[config.mk]
export PLATFORM = sky130hd
export DESIGN_NAME = dbg_cmd_responder
export DESIGN_NICKNAME = d
export VERILOG_FILES = /design/src/rtl/dbg_cmd_pkg.sv /design/src/rtl/dbg_cmd_decode.sv /design/src/rtl/dbg_mem_master.sv /design/src/rtl/dbg_result_fmt.sv /design/src/rtl/dbg_cmd_responder.sv
export SDC_FILE = /design/constraint.sdc
export NUM_CORES = 1
export LEC_CHECK = 0
export ABC_CLOCK_PERIOD_IN_PS = 4100
export CAP_MARGIN = 20
export CORE_UTILIZATION = 50
export CTS_BUF_LIST = sky130_fd_sc_hd__clkbuf_4
export CTS_CLUSTER_SIZE = 20
export DETAILED_ROUTE_END_ITERATION = 10
export HOLD_SLACK_MARGIN = 0.02
export PLACE_DENSITY = 0.95
export RECOVER_POWER = 50
export SYNTH_ARGS = -nofsm -noshare
export SYNTH_HDL_FRONTEND = slang
export SYNTH_SLANG_ARGS = --single-unit
export TNS_END_PERCENT = 50
[constraint.sdc]
create_clock -name clk -period 4.1 [get_ports clk]
set_input_delay 0.615 -clock clk [delete_from_list [all_inputs] [get_ports clk]]
set_output_delay 0.615 -clock clk [all_outputs]
set_load 0.01 [all_outputs]
[src/rtl/dbg_cmd_pkg.sv]
package dbg_cmd_pkg;

  localparam int OPC_W = 4;

  localparam logic [OPC_W-1:0] OPC_NOP   = 4'h0;
  localparam logic [OPC_W-1:0] OPC_MEMRD = 4'h1;
  localparam logic [OPC_W-1:0] OPC_REGRD = 4'h2;

  typedef enum logic [1:0] {
    K_NOP     = 2'd0,
    K_MEMRD   = 2'd1,
    K_REGRD   = 2'd2,
    K_ILLEGAL = 2'd3
  } cmd_kind_t;

  typedef enum logic [1:0] {
    SZ_BYTE = 2'd0,
    SZ_WORD = 2'd1,
    SZ_LONG = 2'd2,
    SZ_BAD  = 2'd3
  } xfer_size_t;

  typedef enum logic [2:0] {
    ST_IDLE     = 3'd0,
    ST_ADDR_HI  = 3'd1,
    ST_ADDR_LO  = 3'd2,
    ST_MEM_WAIT = 3'd3,
    ST_RES_LO   = 3'd4
  } seq_state_t;

endpackage

[src/rtl/dbg_cmd_decode.sv]
module dbg_cmd_decode
  import dbg_cmd_pkg::*;
#(
  parameter int WORD_W = 16,
  parameter int SEL_W  = 4
) (
  input  logic [WORD_W-1:0] word_i,
  output cmd_kind_t         kind_o,
  output xfer_size_t        size_o,
  output logic [SEL_W-1:0]  sel_o
);

  localparam int BODY_W = WORD_W - OPC_W;

  logic [OPC_W-1:0]  opc;
  logic [BODY_W-1:0] body;
  logic              mem_rsvd_clear;
  logic              reg_rsvd_clear;

  assign opc  = word_i[WORD_W-1 -: OPC_W];
  assign body = word_i[BODY_W-1:0];

  assign mem_rsvd_clear = (body[BODY_W-1:2] == '0);
  assign reg_rsvd_clear = (body[BODY_W-1:SEL_W] == '0);

  assign size_o = xfer_size_t'(word_i[1:0]);
  assign sel_o  = word_i[SEL_W-1:0];

  always_comb begin
    kind_o = K_ILLEGAL;
    unique case (opc)
      OPC_NOP:   if (body == '0) kind_o = K_NOP;
      OPC_MEMRD: if (mem_rsvd_clear && (size_o != SZ_BAD)) kind_o = K_MEMRD;
      OPC_REGRD: if (reg_rsvd_clear) kind_o = K_REGRD;
      default:   kind_o = K_ILLEGAL;
    endcase
  end

endmodule

[src/rtl/dbg_mem_master.sv]
module dbg_mem_master
  import dbg_cmd_pkg::*;
#(
  parameter int WORD_W = 16
) (
  input  logic                clk,
  input  logic                rst_n,
  input  logic                size_load_i,
  input  xfer_size_t          size_i,
  input  logic                hi_load_i,
  input  logic                lo_load_start_i,
  input  logic [WORD_W-1:0]   word_i,
  input  logic                mem_ack_i,
  output logic                mem_req_o,
  output logic [2*WORD_W-1:0] mem_addr_o,
  output logic [1:0]          mem_size_o
);

  logic [WORD_W-1:0] addr_hi_q, addr_hi_d;
  logic [WORD_W-1:0] addr_lo_q, addr_lo_d;
  xfer_size_t        size_q, size_d;
  logic              req_q, req_d;

  always_comb begin
    addr_hi_d = addr_hi_q;
    addr_lo_d = addr_lo_q;
    size_d    = size_q;
    req_d     = req_q;
    if (size_load_i)     size_d    = size_i;
    if (hi_load_i)       addr_hi_d = word_i;
    if (lo_load_start_i) begin
      addr_lo_d = word_i;
      req_d     = 1'b1;
    end else if (req_q && mem_ack_i) begin
      req_d = 1'b0;
    end
  end

  always_ff @(posedge clk or negedge rst_n) begin
    if (!rst_n) begin
      addr_hi_q <= '0;
      addr_lo_q <= '0;
      size_q    <= SZ_BYTE;
      req_q     <= 1'b0;
    end else begin
      if (size_load_i)     size_q    <= size_d;
      if (hi_load_i)       addr_hi_q <= addr_hi_d;
      if (lo_load_start_i) addr_lo_q <= addr_lo_d;
      req_q <= req_d;
    end
  end

  assign mem_req_o  = req_q;
  assign mem_addr_o = {addr_hi_q, addr_lo_q};
  assign mem_size_o = size_q;

endmodule

[src/rtl/dbg_result_fmt.sv]
module dbg_result_fmt
  import dbg_cmd_pkg::*;
#(
  parameter int WORD_W = 16
) (
  input  logic [2*WORD_W-1:0] rdata_i,
  input  xfer_size_t          size_i,
  input  logic                err_i,
  output logic [WORD_W:0]     first_o,
  output logic [WORD_W-1:0]   second_o,
  output logic                two_words_o
);

  localparam int BYTE_W = WORD_W / 2;
  localparam logic [WORD_W:0] RESP_BUS_ERR = {1'b1, {(WORD_W-1){1'b0}}, 1'b1};

  always_comb begin
    second_o    = rdata_i[WORD_W-1:0];
    two_words_o = 1'b0;
    if (err_i) begin
      first_o = RESP_BUS_ERR;
    end else begin
      unique case (size_i)
        SZ_BYTE: first_o = {1'b0, {(WORD_W-BYTE_W){1'b0}}, rdata_i[BYTE_W-1:0]};
        SZ_WORD: first_o = {1'b0, rdata_i[WORD_W-1:0]};
        default: begin
          first_o     = {1'b0, rdata_i[2*WORD_W-1:WORD_W]};
          two_words_o = 1'b1;
        end
      endcase
    end
  end

endmodule

[src/rtl/dbg_cmd_responder.sv]
module dbg_cmd_responder
  import dbg_cmd_pkg::*;
#(
  parameter int WORD_W = 16,
  parameter int SEL_W  = 4
) (
  input  logic                clk,
  input  logic                rst_n,
  input  logic                xfer_valid,
  input  logic [WORD_W-1:0]   xfer_word,
  output logic                resp_status,
  output logic [WORD_W-1:0]   resp_data,
  input  logic                core_halted,
  output logic [SEL_W-1:0]    reg_sel,
  input  logic [2*WORD_W-1:0] reg_rdata,
  output logic                mem_req,
  output logic [2*WORD_W-1:0] mem_addr,
  output logic [1:0]          mem_size,
  input  logic                mem_ack,
  input  logic                mem_err,
  input  logic [2*WORD_W-1:0] mem_rdata
);

  localparam int LONG_W = 2 * WORD_W;
  localparam logic [WORD_W:0] RESP_NOT_READY = {1'b1, {WORD_W{1'b0}}};
  localparam logic [WORD_W:0] RESP_ILLEGAL   = {1'b1, {WORD_W{1'b1}}};
  localparam logic [WORD_W:0] RESP_DONE      = {1'b0, {WORD_W{1'b1}}};
  localparam logic [WORD_W:0] RESP_BUS_ERR   = {1'b1, {(WORD_W-1){1'b0}}, 1'b1};

  // reset: asynchronous assert, synchronous release
  logic rst_meta_q, rst_sync_n;
  always_ff @(posedge clk or negedge rst_n) begin
    if (!rst_n) begin
      rst_meta_q <= 1'b0;
      rst_sync_n <= 1'b0;
    end else begin
      rst_meta_q <= 1'b1;
      rst_sync_n <= rst_meta_q;
    end
  end

  cmd_kind_t  dec_kind;
  xfer_size_t dec_size;

  dbg_cmd_decode #(.WORD_W(WORD_W), .SEL_W(SEL_W)) u_decode (
    .word_i (xfer_word),
    .kind_o (dec_kind),
    .size_o (dec_size),
    .sel_o  (reg_sel)
  );

  logic size_load, hi_load, lo_load_start;

  dbg_mem_master #(.WORD_W(WORD_W)) u_mem (
    .clk             (clk),
    .rst_n           (rst_sync_n),
    .size_load_i     (size_load),
    .size_i          (dec_size),
    .hi_load_i       (hi_load),
    .lo_load_start_i (lo_load_start),
    .word_i          (xfer_word),
    .mem_ack_i       (mem_ack),
    .mem_req_o       (mem_req),
    .mem_addr_o      (mem_addr),
    .mem_size_o      (mem_size)
  );

  logic [WORD_W:0]   fmt_first;
  logic [WORD_W-1:0] fmt_second;
  logic              fmt_two;

  dbg_result_fmt #(.WORD_W(WORD_W)) u_fmt (
    .rdata_i     (mem_rdata),
    .size_i      (xfer_size_t'(mem_size)),
    .err_i       (mem_err),
    .first_o     (fmt_first),
    .second_o    (fmt_second),
    .two_words_o (fmt_two)
  );

  seq_state_t        state_q, state_d;
  logic [WORD_W:0]   resp_q, resp_d;
  logic [WORD_W-1:0] hold_q, hold_d;
  logic              resp_en, hold_en;

  always_comb begin
    state_d       = state_q;
    resp_d        = resp_q;
    hold_d        = hold_q;
    size_load     = 1'b0;
    hi_load       = 1'b0;
    lo_load_start = 1'b0;
    unique case (state_q)
      ST_IDLE: begin
        if (xfer_valid) begin
          unique case (dec_kind)
            K_NOP:   resp_d = RESP_DONE;
            K_MEMRD: begin
              size_load = 1'b1;
              resp_d    = RESP_NOT_READY;
              state_d   = ST_ADDR_HI;
            end
            K_REGRD: begin
              if (core_halted) begin
                resp_d  = {1'b0, reg_rdata[LONG_W-1:WORD_W]};
                hold_d  = reg_rdata[WORD_W-1:0];
                state_d = ST_RES_LO;
              end else begin
                resp_d  = RESP_BUS_ERR;
              end
            end
            default: resp_d = RESP_ILLEGAL;
          endcase
        end
      end
      ST_ADDR_HI: begin
        if (xfer_valid) begin
          hi_load = 1'b1;
          resp_d  = RESP_NOT_READY;
          state_d = ST_ADDR_LO;
        end
      end
      ST_ADDR_LO: begin
        if (xfer_valid) begin
          lo_load_start = 1'b1;
          resp_d        = RESP_NOT_READY;
          state_d       = ST_MEM_WAIT;
        end
      end
      ST_MEM_WAIT: begin
        if (mem_ack) begin
          resp_d  = fmt_first;
          hold_d  = fmt_second;
          state_d = fmt_two ? ST_RES_LO : ST_IDLE;
        end
      end
      ST_RES_LO: begin
        if (xfer_valid) begin
          resp_d  = {1'b0, hold_q};
          state_d = ST_IDLE;
        end
      end
      default: state_d = ST_IDLE;
    endcase
  end

  assign resp_en = xfer_valid || (state_q == ST_MEM_WAIT && mem_ack);
  assign hold_en = (state_d == ST_RES_LO) && (state_q != ST_RES_LO);

  always_ff @(posedge clk or negedge rst_sync_n) begin
    if (!rst_sync_n) begin
      state_q <= ST_IDLE;
      resp_q  <= RESP_NOT_READY;
      hold_q  <= '0;
    end else begin
      state_q <= state_d;
      if (resp_en) resp_q <= resp_d;
      if (hold_en) hold_q <= hold_d;
    end
  end

  assign resp_status = resp_q[WORD_W];
  assign resp_data   = resp_q[WORD_W-1:0];

endmodule

* After elaboration in Yosys (flattened, before gate mapping)
Index checks and enable logic that the tools add are counted.
** Cells by class
- Add/subtract/negate cells :: 0
- Multiply operators :: 0
- Div/mod/pow operators :: 0
- $lt $le $gt $ge :: 0
- Eq/ne operators :: 18
- Shift-type cells :: 0
- Multiplexer cells :: 37
- Bitwise gates (word level) :: 0
- Reduce and logical (&&, ||, !) cells :: 19
** Operators by type and width (number)
- $mux W17 :: 6
- $pmux W17 S4 :: 1
- $mux W16 :: 4
- $pmux W16 S2 :: 2
- $pmux W17 S3 :: 1
- $mux W3 :: 7
- $pmux W3 S5 :: 1
- $logic_not A12 Y1 :: 1
- $reduce_and A6 Y1 :: 2
- $mux W1 :: 11
- $logic_not A10 Y1 :: 1
- $ne A2 B2 Y1 const B :: 5
- $logic_not A8 Y1 :: 1
- $eq A3 B2 Y1 const B :: 2
- $eq A3 B3 Y1 const B :: 2
- $pmux W2 S3 :: 1
- $pmux W3 S2 :: 1
- $eq A2 B1 Y1 const B :: 2
- $eq A4 B1 Y1 const B :: 1
- $eq A4 B2 Y1 const B :: 1
- $logic_and A1 B1 Y1 :: 4
- $logic_not A2 Y1 :: 2
- $logic_not A4 Y1 :: 1
- $mux W2 :: 2
- 9 further kinds :: 12
** Word-level totals
- Flip-flop bits (word level) :: 73
- Latch bits :: 0
- Memory bits (writable) :: 0
- Bits in read-only memories :: 0
- Input port bits :: 86
- Output and inout port bits :: 56
- Logic and storage cells :: 83
- Memories kept :: 0

* Depth between registers and ports, before layout
Gate-level depths: netlist of the first run.
- Depth after elaboration :: 11
- Depth in mapped cells :: 12
- Depth with buffers taken out :: 11

* Hierarchy
Synthesis of the first run repeated with hierarchy kept, for this count alone.
** Second synthesis, totals
- Cell total of the unflattened synthesis :: 407
- Area total of the unflattened synthesis :: 4165.2 µm²
** By module, submodules not included
- dbg_cmd_responder :: times used 1, cells each 265, area each 2249.7 µm², seq. area each 952.2 µm²
- dbg_mem_master :: times used 1, cells each 75, area each 1405.1 µm², seq. area each 875.8 µm²
- dbg_result_fmt :: times used 1, cells each 50, area each 392.9 µm², seq. area each 0.0 µm²
- dbg_cmd_decode :: times used 1, cells each 17, area each 117.6 µm², seq. area each 0.0 µm²

* Worst setup path after synthesis of the first run
No wires, ideal clock.
- Path type :: input-to-reg
- Start :: input xfer_word[9]
- End :: register hold_q[10]
- Library setup time :: 0.125 ns
- Data arrival time :: 3.095 ns
- Data required time :: 3.975 ns
- Path slack :: 0.880 ns
- Stages :: 9
- Buffers on the path :: 1
- Cell sequence :: nor4_1 > nand3_1 > or4_1 > ha_1 > or4b_4 > o221ai_4 > nand3b_4 > buf_6 > mux2_4
** Between the ends
- Cells in the longest elaborated chain, start to end :: 11
- Elaborated cells between the ends (all ways) :: 17
- Classes of those cells :: eq/ne: 4; mux: 7; reduce/logical: 6
** Ends and longest elaborated chain
- from (decl) :: RTL line dbg_cmd_responder.sv:10 : input logic [WORD_W-1:0] xfer_word,
- $logic_not A10 Y1 :: RTL line dbg_cmd_decode.sv:23 : assign mem_rsvd_clear = (body[BODY_W-1:2] == '0);
- $logic_and A1 B1 Y1 :: RTL line dbg_cmd_decode.sv:33 : OPC_MEMRD: if (mem_rsvd_clear && (size_o != SZ_BAD)) kind_o = K_MEMRD;
- $mux W2 :: RTL line dbg_cmd_decode.sv:33
- $pmux W2 S3 (*) :: RTL line dbg_cmd_decode.sv:31 : unique case (opc)
- $eq A2 B2 Y1 / $eq A2 B1 Y1 (equally long branches) :: RTL line dbg_cmd_responder.sv:96 : unique case (dec_kind)
- $pmux W3 S2 (*) :: RTL line dbg_cmd_responder.sv:96
- $mux W3 (*) :: RTL line dbg_cmd_responder.sv:95 : if (xfer_valid) begin
- $pmux W3 S5 (*) :: RTL line dbg_cmd_responder.sv:93 : unique case (state_q)
- via state_d[2] :: RTL line dbg_cmd_responder.sv:81 : seq_state_t state_q, state_d;
- $eq A3 B3 Y1 (*) :: RTL line dbg_cmd_responder.sv:148 : assign hold_en = (state_d == ST_RES_LO) && (state_q != ST_RES_LO);
- $logic_and A1 B1 Y1 (*) :: RTL line dbg_cmd_responder.sv:148
- $reduce_and A6 Y1 (no line) (*)
- to (signal assigned) :: RTL line dbg_cmd_responder.sv:158 : if (hold_en) hold_q <= hold_d;
- to (decl) :: RTL line dbg_cmd_responder.sv:83 : logic [WORD_W-1:0] hold_q, hold_d;
Mark *: on every way through the listed nets, which the timed path passes. The rest lies on a longest branch.
A chain may end at the register's enable or synchronous reset.

* Final worst setup path of the first run
- Start :: input xfer_word[5]
- End :: register hold_q[13]
Same word-level chain as after synthesis.

==> run summary, run 1 <==
Status: complete, but fails checks
Violated checks: max-capacitance violations, max-slew violations
Top-count cell post-synth: dfrtp_1
First-pass GRT wire length: 16600 um
CTS tree: done
Die W: 89.3 um
H-tree lvl count: 3
Diode count: 0
Worst Hold Endpoint: rst_sync_n
Post-Synth Simple-Gate Area: 9.65%
Gr ovfl total: 0
Clk root buf: clkbuf_4
CTS Buf Count: 9
Minimum clock period: 3.55 ns
Initial antenna violation count: 0
Post-Synth XOR/XNOR Area: 0.230%
Post-Synth Adder-Cell Area: 1.84%
Lkg Pwr: 2.38 nW
# rows: 31
Seq. cell area: 1830 um^2
Worst Setup Path Type: input port to flip-flop
Comb pwr share: 45.1%
Pwr Density: 568 nW/um^2
Core area: 7290 um^2
Mux cell area share after synthesis: 22.3%
Psw: 1.01 mW
Number of flops mapped to enable cells by yosys: 0
Count of boundary I/O pins: 142
Share of cells above drive strength 1: 20.3%
Total GRT Usage: 28.6%
Maximum number of pins on one net before global-route repair: 39
CP required: 4.42 ns
HP Class: flip-flop to flip-flop
Reg-to-reg startpoint: rst_sync_n
Critical path fanouts, max: 16
Async SR Flop Fraction: 100%
Area Growth Syn to Fin: 43.0%
Post-synthesis sequential area ratio: 48.0%
Hold bufs inserted after CTS: 0
Net count, final: 551
Initial Util: 52.3%
R2R setup slack: 1.07 ns
Vias per inst: 5.69
Post_cts resized: 0
Fmax: 282 MHz
Crit path launch type: input port
Vias post-DR: 3203
Clock Path Buffers: 2
Clock Power Share: 18.1%
Synth warn: 0
Setup Viol. Count Final: 0
Core Util, Final: 74.8%
Most frequent cells after synthesis: 72 x dfrtp_1, 56 x mux2_2, 23 x nor2_1, 20 x nand2_1, 19 x a21oi_1
Start point of the critical path: xfer_word[5]
Worst path max stage delay: 0.59 ns
Initial DRC Count: 136
Worst Path Arrival: 3.87 ns
Final worst clock skew: 0.0190 ns
Post-Syn Area: 3810 um^2
Max Cap Violations: 1
Post-synth top flop: dfrtp_1
Hold wc startpoint: rst_meta_q
Total wire length: 10900 um
Fin. Hold Viols: 0
Final HPWL DP: 7900 um
Peak supply drop: 426 uV
Worst path cell trace: clkdlybuf4s50_1 > nor4_1 > nand3_1 > or4_1 > ha_1 > or4b_4 > o221ai_4 > nand3b_4 > mux2_4
Register bit total from synthesis: 73
Gp weighted congestion: 0.819
Sequential power share: 36.7%
Multi-input gate area: 1820 um^2
Rel. slew slack: -30.8%
FILL cells: 499
WHS: 0.379 ns
Worst-Margin Slew: 1.96 ns
Die area: 7980 um^2
Syn Inst Count: 329
# Post-CTS Setup Buffers: 0
Post-synthesis compound-gate area fraction: 13.7%
Port-buffer cells: 141
Hold depth: 0
Drt pass-1 iters: 4
Fin crit share: 86.6%
Slew Viols, Final: 39
Reg clk slew, reported paths: 0.11 ns
Sw Ratio: 32.7%
FF-to-FF path depth: 1
DIE HEIGHT: 89.3 um
Worst setup EP type: flip-flop
Setup Total Neg Slack: 0 ns
Clock sinks: 73
Vias in the first global route: 3334
Top post-synthesis cells by area: dfrtp_1 47%, mux2_2 17%, mux2_4 3.9%
Post-synth top area share: 47.3%
Later-pin clock latency in the skew report: 0.44 ns
Net Count, Synth: 419
Internal Pwr Total: 2.08 mW
Final ANT Viol Nets: 0
Avg Cell Area, Syn: 11.6 um^2
Drt wl/cell: 19.4 um
Largest family of logic cells by synthesized area: multiplexers
Distinct cells, synth: 46
Drt drc: 0
R2R Path End: u_mem.addr_lo_q[8]
CP max stage cell: or4_1
Cell taking the most area after synthesis: dfrtp_1
RSZ-0062 raised after global routing: false
[registers in the layout (all words and copies together) (netlist names)]
signal and cells:
hold_q 16, u_mem.addr_hi_q 16, rst_sync_n 1, resp_q 17, state_q 3, u_mem.addr_lo_q 16
u_mem.mem_size_o 2, u_mem.mem_req_o 1, rst_meta_q 1
[critical path, delay by kind of cell]
| family | cells | cell delay [ns] |
|---|---|---|
| adders and majority gates | 1 | 0.35 |
| AOI/OAI and AO/OA | 1 | 0.10 |
| muxes | 1 | 0.39 |
| buffers and inverters | 1 | 0.45 |
| and+or+nand+nor | 5 | 1.96 |
[through the flow]
stage                     instance area [um^2]  total power, mW  cells  worst slack, ns
after floorplan                           3810             1.84    329            0.880
after global placement                    5250             2.51    547            0.187
after detailed placement                  5250             2.56    547           0.0966
after CTS                                 5430             3.13    561            0.542
after global routing                      5450             3.27    563            0.378
final                                     5450             3.10    563            0.551
[power groups by stage]
stage	Combinational (mW)	Sequential (mW)	Clock [mW]
after global placement	1.37	1.14	0
after detailed placement	1.41	1.16	0
after floorplan	0.607	1.23	0
after CTS	1.42	1.15	0.567
final	1.40	1.14	0.560
after global routing	1.50	1.17	0.599
[logic make-up (layout without fill, tap and decap cells)]
family                   count (synthesis)  in the layout
multiplexers                            73             73
flip-flops                              73             73
AO/OA/AOI/OAI                           72             72
AND/OR/NAND/NOR                         69             69
buffers and inverters                   34            169
adder cells (fa/ha/maj)                  6              6
other                                    1              1
XOR/XNOR                                 1              1
[placed cells by master (no fill, tap or decap), types with 2 or more instances in the layout]
cell type / n
o32ai_1: 2
nand2_1: 20
o21ai_0: 4
clkbuf_1: 2
nand3b_4: 2
ha_1: 4
dlygate4sd3_1: 26
a21boi_0: 2
maj3_1: 2
nor3b_2: 2
nor4_1: 2
nor2b_1: 4
buf_4: 4
o31ai_1: 13
clkdlybuf4s50_1: 115
or2_2: 2
mux2i_1: 7
nor2_1: 23
a21oi_1: 19
clkbuf_4: 9
o22a_1: 13
a22oi_1: 9
mux2_2: 56
a211oi_1: 3
nor3_1: 4
nand3_1: 2
dfrtp_1: 72
bufinv_16: 3
mux2_4: 10
inv_1: 7
o21a_1: 2
[layout make-up]
cell class / count / share of cell area, %
sequential: 73 / 33.5
multi-input combinational: 222 / 33.4
timing repair buffer: 148 / 27.1
tap: 99 / 2.27
clock inverter: 5 / 1.95
clock buffer: 9 / 1.24
inverter: 7 / 0.482
[worst max-delay path by stage]
stage,end,cells past startpoint
floorplan,hold_q[10],9
global placement,hold_q[5],9
detailed placement,hold_q[12],9
CTS,hold_q[13],9
global route,u_mem.addr_hi_q[9],1
finish,hold_q[13],9
[per-layer routing]
metal,vias up,GRT usage (%),wire [um]
met5,-,0,0
li1,1454,-,-
met2,173,47.9,5290
met3,20,10.6,1440
met4,0,13.0,215
met1,1556,32.9,3970
Note: power is estimated with default switching activity, not from simulation.
==> run 2: changes to the inputs <==
- ABC_CLOCK_PERIOD_IN_PS: 4100 -> 4500
- HOLD_SLACK_MARGIN: 0.02 -> 0.05
- clock period: 4.1 -> 4.5 ns (I/O delays scaled with it)
==> run summary, run 2 (synthesis gave the netlist of run 1 again) <==
Later-pin clock latency in the skew report: 0.42 ns (-0.02 ns)
Commonest non-fill, non-tap cell in the layout: clkdlybuf4s50_1
R2R setup slack: 1.83 ns (+0.76 ns)
Crit path launch type: input port
Worst Setup Path Type: input port to flip-flop
Clk root buf: clkbuf_4
Critical Path End: hold_q[9]
Reg-to-reg startpoint: state_q[2]
Minimum clock period: 3.63 ns
Count of boundary I/O pins: 142 (unchanged)
Most frequent cells in the layout: 115 x clkdlybuf4s50_1, 71 x dfrtp_1, 56 x mux2_2
Total GRT Usage: 27.7% (-0.93 points)
Diode count: 0 (unchanged)
Multi-input gate area: 1820 um^2 (unchanged)
Vias per inst: 5.71 (+0.41%)
Reg clk slew, reported paths: 0.11 ns (about the same)
Core area: 7290 um^2 (unchanged)
Total Power: 2.70 mW (-13%)
Worst-Margin Slew: 1.72 ns (-0.245 ns)
Die area: 7980 um^2 (unchanged)
Max reg flops: 17 (unchanged)
Initial DRC Count: 154 (+13%)
# Post-CTS Setup Buffers: 0 (unchanged)
FF-to-FF path depth: 5 (+4)
CP required: 4.81 ns (+0.39 ns)
CTS tree: done
HP Class: flip-flop to flip-flop
Area Growth Syn to Fin: 41.3%
Largest reg by FF count: resp_q
Share of cells above drive strength 1: 20.7% (+0.43 points)
CTS Buf Count: 9 (unchanged)
Final worst clock skew: 0.0152 ns (-0.00381 ns)
Seq. cell area: 1830 um^2 (about the same)
Pwr Density: 501 nW/um^2 (-12%)
Drt wl/cell: 19.1 um (-1.4%)
Post_cts resized: 0 (unchanged)
WHS: 0.358 ns (-0.0207 ns)
Maximum number of pins on one net before global-route repair: 72 (+85%)
H-tree lvl count: 3 (unchanged)
First-pass GRT wire length: 16200 um (-2.4%)
Clock Path Buffers: 2 (unchanged)
Drt pass-1 iters: 4 (unchanged)
Met1 usage: 31.7% (-1.2 points)
Rel. slew slack: -14.4% (+16 points)
Fin crit share: 80.7%
Fin. Hold Viols: 0 (unchanged)
Max Cap Violations: 1 (unchanged)
Port-buffer cells: 141 (unchanged)
Vias post-DR: 3216 (+0.41%)
Drt drc: 0 (unchanged)
Setup Total Neg Slack: 0 ns (unchanged)
Worst setup EP type: flip-flop
Fmax: 275 MHz
Gp weighted congestion: 0.844 (+3.1%)
Initial Util: 52.3% (unchanged)
FILL cells: 510 (+2.2%)
GR Util met2: 48.2% (+0.35 points)
Total wire length: 10800 um (-1.4%)
R2R Path End: hold_q[9]
# rows: 31 (unchanged)
Status: complete, but fails checks
Initial antenna violation count: 0 (unchanged)
Violated checks: max-capacitance violations, max-slew violations
Met3 Usage GRT: 8.40% (-2.2 points)
Die W: 89.3 um (unchanged)
Final HPWL DP: 7900 um (about the same)
Net count, final: 549 (-0.36%)
Vias in the first global route: 3329 (-0.15%)
Peak supply drop: 347 uV (-19%)
Hold bufs inserted after CTS: 0 (unchanged)
Start point of the critical path: xfer_word[5]
Gr ovfl total: 0 (unchanged)
Critical path fanouts, max: 16 (unchanged)
Final ANT Viol Nets: 0 (unchanged)
RSZ-0062 raised after global routing: false
Worst Path Arrival: 3.94 ns (+0.07 ns)
Clock sinks: 73 (unchanged)
Slew Viols, Final: 72 (+85%)
DIE HEIGHT: 89.3 um (unchanged)
Setup Viol. Count Final: 0 (unchanged)
Lkg Pwr: 2.35 nW (-1.1%)
Busiest metal layer after global routing: met2
-- run 2: routing by layer --
| layer | routed length, um | part of all wire, % | vias up |
|---|---|---|---|
| li1 | - | - | 1443 |
| met1 | 4110 | 38 | 1575 |
| met2 | 5240 | 49 | 176 |
| met3 | 1180 | 11 | 22 |
| met4 | 228 | 2.1 | 0 |
| met5 | 0 | 0 | - |
-- run 2: area by class of cell --
class	instances	share of cell area, %
sequential	73	34.0
multi-input combinational	222	33.9
clock inverter	5	1.05
inverter	7	0.488
timing repair buffer	146	26.8
tap	99	2.30
clock buffer	11	1.53
-- run 2: worst min path at each step --
stage,to,slack (ns),cells after the start,from
2_1_floorplan,rst_sync_n,0.33,0,rst_meta_q
3_3_place_gp,rst_sync_n,0.34,0,rst_meta_q
3_5_place_dp,rst_sync_n,0.34,0,rst_meta_q
4_1_cts,rst_sync_n,0.36,0,rst_meta_q
5_1_grt,rst_sync_n,0.38,0,rst_meta_q
6_report,rst_sync_n,0.36,0,rst_meta_q
-- run 2: power by group --
| group | total [mW] | leakage [nW] | switching, mW | internal [mW] |
|---|---|---|---|---|
| Combinational | 1.25 | 1.36 | 0.535 | 0.714 |
| Sequential | 1.03 | 0.915 | 0.146 | 0.888 |
| Clock | 0.414 | 0.0768 | 0.233 | 0.181 |
-- run 2: worst max-delay path, stage by stage --
cell,delay [ns]
clkdlybuf4s50_1,0.44
nor4_1,0.39
nand3_1,0.15
or4_1,0.58
ha_1,0.35
or4b_4,0.56
o221ai_4,0.10
nand3b_4,0.30
mux2_4,0.38
-- run 2: per-stage QoR --
stage | cells | utilization [%] | instance area [um^2] | worst slack, ns
3_3_place_gp | 547 | 72.0 | 5250 | 0.528
3_5_place_dp | 547 | 72.0 | 5250 | 0.413
2_1_floorplan | 329 | - | 3810 | 1.22
5_1_grt | 563 | 73.8 | 5380 | 0.698
4_1_cts | 563 | 73.9 | 5390 | 0.867
6_report | 563 | 73.8 | 5380 | 0.866
